### src/rtl/seg_xlate_pkg.sv
package seg_xlate_pkg;
    localparam int SEG_W      = 16;
    localparam int OFF_W      = 32;
    localparam int REAL_W     = 20;
    localparam int ACC_W      = 8;
    localparam int PRESENT_BIT = 7;

    typedef struct packed {
        logic [OFF_W-1:0] base;
        logic [OFF_W-1:0] limit;
        logic [ACC_W-1:0] acc;
    } desc_t;

    typedef enum logic [1:0] {
        ST_IDLE,
        ST_VALID,
        ST_FAULT
    } xl_state_t;
endpackage

### src/rtl/seg_desc_table.sv
module seg_desc_table
    import seg_xlate_pkg::*;
#(
    parameter int ENTRIES = 8,
    localparam int IDX_W  = $clog2(ENTRIES)
) (
    input  logic             clk,
    input  logic             rst,
    input  logic             wr_en,
    input  logic             wr_local,
    input  logic [IDX_W-1:0] wr_idx,
    input  desc_t            wr_desc,
    input  logic             rd_local,
    input  logic [IDX_W-1:0] rd_idx,
    output desc_t            rd_desc
);
    desc_t tbl_rd [2];

    for (genvar t = 0; t < 2; t++) begin : g_tbl
        desc_t mem [ENTRIES];
        always_ff @(posedge clk) begin
            if (rst) begin
                for (int i = 0; i < ENTRIES; i++) mem[i] <= '0;
            end else if (wr_en && (wr_local == t[0])) begin
                mem[wr_idx] <= wr_desc;
            end
        end
        assign tbl_rd[t] = mem[rd_idx];
    end

    assign rd_desc = rd_local ? tbl_rd[1] : tbl_rd[0];
endmodule

### src/rtl/seg_real_calc.sv
module seg_real_calc
    import seg_xlate_pkg::*;
(
    input  logic [SEG_W-1:0] seg,
    input  logic [SEG_W-1:0] ofs,
    output logic [OFF_W-1:0] lin
);
    logic [REAL_W-1:0] sum;
    always_comb begin
        sum = {seg, 4'b0000} + {{(REAL_W-SEG_W){1'b0}}, ofs};
        lin = {{(OFF_W-REAL_W){1'b0}}, sum};
    end
endmodule

### src/rtl/seg_prot_check.sv
module seg_prot_check
    import seg_xlate_pkg::*;
(
    input  desc_t            desc,
    input  logic [OFF_W-1:0] ofs,
    input  logic             in_range,
    input  logic             is_null,
    output logic [OFF_W-1:0] lin,
    output logic             flt
);
    always_comb begin
        flt = !in_range || is_null || !desc.acc[PRESENT_BIT] || (ofs > desc.limit);
        lin = desc.base + ofs;
    end
endmodule

### src/rtl/seg_xlate_top.sv
module seg_xlate_top
    import seg_xlate_pkg::*;
#(
    parameter int ENTRIES = 8,
    localparam int IDX_W  = $clog2(ENTRIES),
    localparam int HI_W   = SEG_W - 3
) (
    input  logic             clk,
    input  logic             rst,
    input  logic             req,
    input  logic             mode,
    input  logic [15:0]      sel,
    input  logic [31:0]      offset,
    output logic [31:0]      lin_addr,
    output logic             valid,
    output logic             fault,
    input  logic             wr_en,
    input  logic             wr_local,
    input  logic [IDX_W-1:0] wr_idx,
    input  logic [31:0]      wr_base,
    input  logic [31:0]      wr_limit,
    input  logic [7:0]       wr_access
);
    xl_state_t         state, nxt;
    desc_t             rd_desc, wr_desc;
    logic [HI_W-1:0]   sel_hi;
    logic              in_range, is_null, p_flt;
    logic [OFF_W-1:0]  p_lin, r_lin, addr_q;

    assign sel_hi   = sel[SEG_W-1:3];
    assign in_range = sel_hi < HI_W'(ENTRIES);
    assign is_null  = !sel[2] && (sel_hi == '0);
    assign wr_desc  = '{base: wr_base, limit: wr_limit, acc: wr_access};

    seg_desc_table #(.ENTRIES(ENTRIES)) i_tbl (
        .clk      (clk),
        .rst      (rst),
        .wr_en    (wr_en),
        .wr_local (wr_local),
        .wr_idx   (wr_idx),
        .wr_desc  (wr_desc),
        .rd_local (sel[2]),
        .rd_idx   (sel_hi[IDX_W-1:0]),
        .rd_desc  (rd_desc)
    );

    seg_real_calc i_real (
        .seg (sel),
        .ofs (offset[SEG_W-1:0]),
        .lin (r_lin)
    );

    seg_prot_check i_prot (
        .desc     (rd_desc),
        .ofs      (offset),
        .in_range (in_range),
        .is_null  (is_null),
        .lin      (p_lin),
        .flt      (p_flt)
    );

    always_comb begin
        nxt = ST_IDLE;
        unique case (state)
            ST_IDLE, ST_VALID, ST_FAULT: begin
                if (!req)                nxt = ST_IDLE;
                else if (mode && p_flt)  nxt = ST_FAULT;
                else                     nxt = ST_VALID;
            end
            default: nxt = ST_IDLE;
        endcase
    end

    always_ff @(posedge clk) begin
        if (rst) begin
            state  <= ST_IDLE;
            addr_q <= '0;
        end else begin
            state <= nxt;
            if (req) addr_q <= !mode ? r_lin : (p_flt ? '0 : p_lin);
        end
    end

    always_comb begin
        valid    = (state == ST_VALID);
        fault    = (state == ST_FAULT);
        lin_addr = fault ? '0 : addr_q;
    end
endmodule

### config.mk
export PLATFORM = sky130hd
export DESIGN_NAME = seg_xlate_top
export DESIGN_NICKNAME = d
export VERILOG_FILES = /design/src/rtl/seg_xlate_pkg.sv /design/src/rtl/seg_desc_table.sv /design/src/rtl/seg_real_calc.sv /design/src/rtl/seg_prot_check.sv /design/src/rtl/seg_xlate_top.sv
export SDC_FILE = /design/constraint.sdc
export NUM_CORES = 2
export LEC_CHECK = 0
export BUFFER_PORTS_ARGS = -buffer_cell sky130_fd_sc_hd__clkbuf_2
export CORE_MARGIN = 8
export CORE_UTILIZATION = 45
export DETAILED_ROUTE_END_ITERATION = 10
export GPL_ROUTABILITY_DRIVEN = 0
export GPL_TIMING_DRIVEN = 0
export MAX_ROUTING_LAYER = met4
export PLACE_DENSITY = 0.65
export SLEW_MARGIN = 30
export SYNTH_ARGS = -nofsm -noshare
export SYNTH_HDL_FRONTEND = slang
export SYNTH_SLANG_ARGS = --single-unit
### constraint.sdc
create_clock -name clk -period 12.65 [get_ports clk]
set_clock_uncertainty 0.2 [all_clocks]
set_input_delay 2.53 -clock clk [delete_from_list [all_inputs] [get_ports clk]]
set_output_delay 2.53 -clock clk [all_outputs]
set_load 0.01 [all_outputs]
==> reports/metrics.yaml <==
dp.cells: 4981
tightest_slew_ns: 1.06
num_vias: 29400
synth-warning-count: 0
status: "completed"
ys_top_cells_by_count: "1071 x and2_1, 1039 x edfxtp_1, 324 x mux4_2"
seq_power_share_pct: 51.4
criticalPathCategory: "in -> reg"
cts_tree: "done"
start_kind: "input port"
fmax_mhz: 123
first_iter_violations: 3611
slew_viol_final: 0
hold_end: "addr_q[28]$_SDFFE_PP0P_"
whs_path_depth: 2
maxCapViolCount: 0
wl_met2_um: 67000
post-route-period-util_pct: 64.0
final_design_area_no_fill_um2: 57400
synth.yosys.seq_area_share_pct: 62.8
die_x_um: 352
synth.top_cell.area_share_pct: 61.5
antenna_found_initial: 15
fin_crit_ns: 8.10
rr_endpoint: "addr_q[30]$_SDFFE_PP0P_"
cp.required_ns: 13.02
grt.total_usage_pct: 23.8
io_pins: 163
instances_no_fill: 5187
wirelength_met1_um: 58600
clock-sinks: 1073
remaining_drc_errors: 0
ir_drop_uv: 113
postSynthCellCount: 3297
num-nets-final: 3796
fin_total_pwr_w: 0.00806
p_int_w: 0.00612
r2r_slack_ns: 8.24
p_switching_w: 0.00194
worstPathMaxFanout: 10
cts-resized-gates: 0
die_y_um: 352
hold_viol_final: 0
htreeDepth: 3
synth.distinct_cells: 70
r2r-start: "i_tbl.g_tbl[0].mem[7][40]$_SDFFCE_PN0P_"
clockPowerShare_pct: 37.2
drive_gt1_share_pct: 19.6
synth.most_common_cell: "and2_1"
core_area_um2: 112000
postRouteAntennaNets: 0
synth_area_leaders: "edfxtp_1 61%, mux4_2 14%, and2_1 13%"
top_layer_used: "met4"
arrival_ns: 8.47
pre_cts_ws_ns: 3.91
gr-total-overflow: 0
p_sw_share_pct: 24.1
grt_pass1_vias: 29400
final.setup.tns_ns: 0
drt_first_pass_iters: 6
syn_to_final_growth_pct: 13.1
leakage_nw: 20.3
postCtsSetupRepairBufs: 0
clk_pin_slew_ns: 0.06
setup_viol: 0
grt_pass1_wl_um: 207000
async_flop_share_pct: 0
cts_hold_buf: 0
cts_buffers: 107
netlist_area_um2: 50700
root_buffer: "clkbuf_16"
clock_latency_ns: 0.70
rr_worst_depth: 13
hpwl_um: 99100
cp-end-kind: "flip-flop"
pwr_density_cell_nw_per_um2: 140
synth_edf_count: 1039
layout_setup_ws_ns: 4.55
yosys.area.top_type: "edfxtp_1"
io_buffers: 153
clockBufferDepth: 3
syn-num-nets: 3503
totalWireLength_um: 143000
synthFlopType: "edfxtp_1"
drt-wirelength-per-cell_um: 27.6
rsz0062_at_grt: "no"
rows: 123
start_util_pct: 45.2
dr_wl_met3_um: 13000
hold_class: "reg -> reg"
grt_max_degree: 35
combPwrFrac_pct: 11.4
avgSynthCellArea_um2: 15.4
min_from: "addr_q[28]$_SDFFE_PP0P_"
relSlewSlack_pct: 29.1
ys_seq_elements: 1073
via_per_inst: 5.67
die-area_um2: 124000
postPlaceCellArea_um2: 54100
nFillCells: 9228
==> state kept, by name (all words and copies together) (netlist names) <==
name,cells
addr_q,32
i_tbl.g_tbl.mem,1039
state,2
==> through the flow <==
step	util (%)	hold WS (ns)
after global placement	47.6	0.230
after CTS	51.1	0.252
final	51.1	0.242
after global routing	51.1	0.276
after detailed placement	48.2	0.239
after floorplan	-	0.217
==> layout make-up <==
cell class | instances | area [um^2] | area share (%)
diodes | 16 | 40.0 | 0.0698
plain buffers | 271 | 1100 | 1.92
clock buffers | 130 | 2810 | 4.89
clock inverters | 60 | 407 | 0.709
inverters | 48 | 180 | 0.314
multi-input cells | 1905 | 17700 | 30.8
flip-flops and latches | 1073 | 31900 | 55.6
well taps | 1500 | 1880 | 3.27
repair buffers | 184 | 1440 | 2.51
==> layout by cell type, fill, tap and decap left out, types with 5 or more instances in the layout <==
cell type,instances
a2111oi_0,5
a211oi_1,20
a21o_1,26
a21oi_1,50
a22oi_1,14
and2_1,1071
buf_1,6
buf_12,24
buf_16,7
buf_2,29
clkbuf_1,234
clkbuf_16,109
clkbuf_2,172
clkinv_1,36
clkinv_2,15
dfxtp_1,34
diode_2,16
edfxtp_1,1039
ha_1,75
inv_1,47
mux4_2,324
nand2_1,45
nand2b_1,6
nand3_1,19
nand4_1,7
nor2_1,66
nor2b_1,6
nor3_1,16
o21a_1,6
o21ai_0,24
o21bai_1,6
or2_4,16
xnor2_1,25
xor2_1,14
==> power by group through the flow <==
stage	registers, W	clock network [W]	logic (W)
finish	0.00414	0.00300	0.000919
global route	0.00416	0.00316	0.000979
CTS	0.00414	0.00303	0.000920
detailed placement	0.00422	0	0.000918
global placement	0.00422	0	0.000878
floorplan	0.00420	0	0.000564
==> worst max-delay path by stage <==
stage / start / endpoint / slack (ns)
final: sel[4] / addr_q[30]$_SDFFE_PP0P_ / 4.55
after global routing: sel[4] / addr_q[30]$_SDFFE_PP0P_ / 4.34
after CTS: sel[4] / addr_q[30]$_SDFFE_PP0P_ / 4.65
after detailed placement: sel[4] / addr_q[30]$_SDFFE_PP0P_ / 3.91
after global placement: sel[4] / addr_q[30]$_SDFFE_PP0P_ / 3.42
after floorplan: sel[3] / addr_q[30]$_SDFFE_PP0P_ / 5.62
==> routing by layer <==
layer  GRT usage [%]  vias up
met1            32.0    15000
met2            36.4     1303
met5               -        -
li1                -    12800
met3            4.79      241
met4            8.13        0
==> cell families (layout without fill, tap and decap cells) <==
kind of cell	count (synthesis)	count (layout)	share of synthesized area, %
fa+ha+maj	77	77	1.93
flops	1073	1073	62.8
xor+xnor	39	39	0.673
compound gates	194	194	2.64
buf+inv	319	693	2.46
mux	326	326	14.4
simple gates	1269	1269	15.0
other cells	0	16	0
==> critical path: stages <==
cell      delay [ns]
clkbuf_2        0.13
buf_4           0.21
clkbuf_1        0.48
clkbuf_1        0.60
clkbuf_1        0.81
mux4_2          0.43
mux4_2          0.62
ha_1            0.28
fa_1            0.45
a21oi_1         0.19
o211ai_1        0.18
nand3_1         0.14
nand3_1         0.20
a221o_1         0.41
a211o_1         0.33
o31ai_4         0.20
xor2_1          0.16
o21ai_1         0.07
Note: power is estimated with default switching activity, not from simulation.
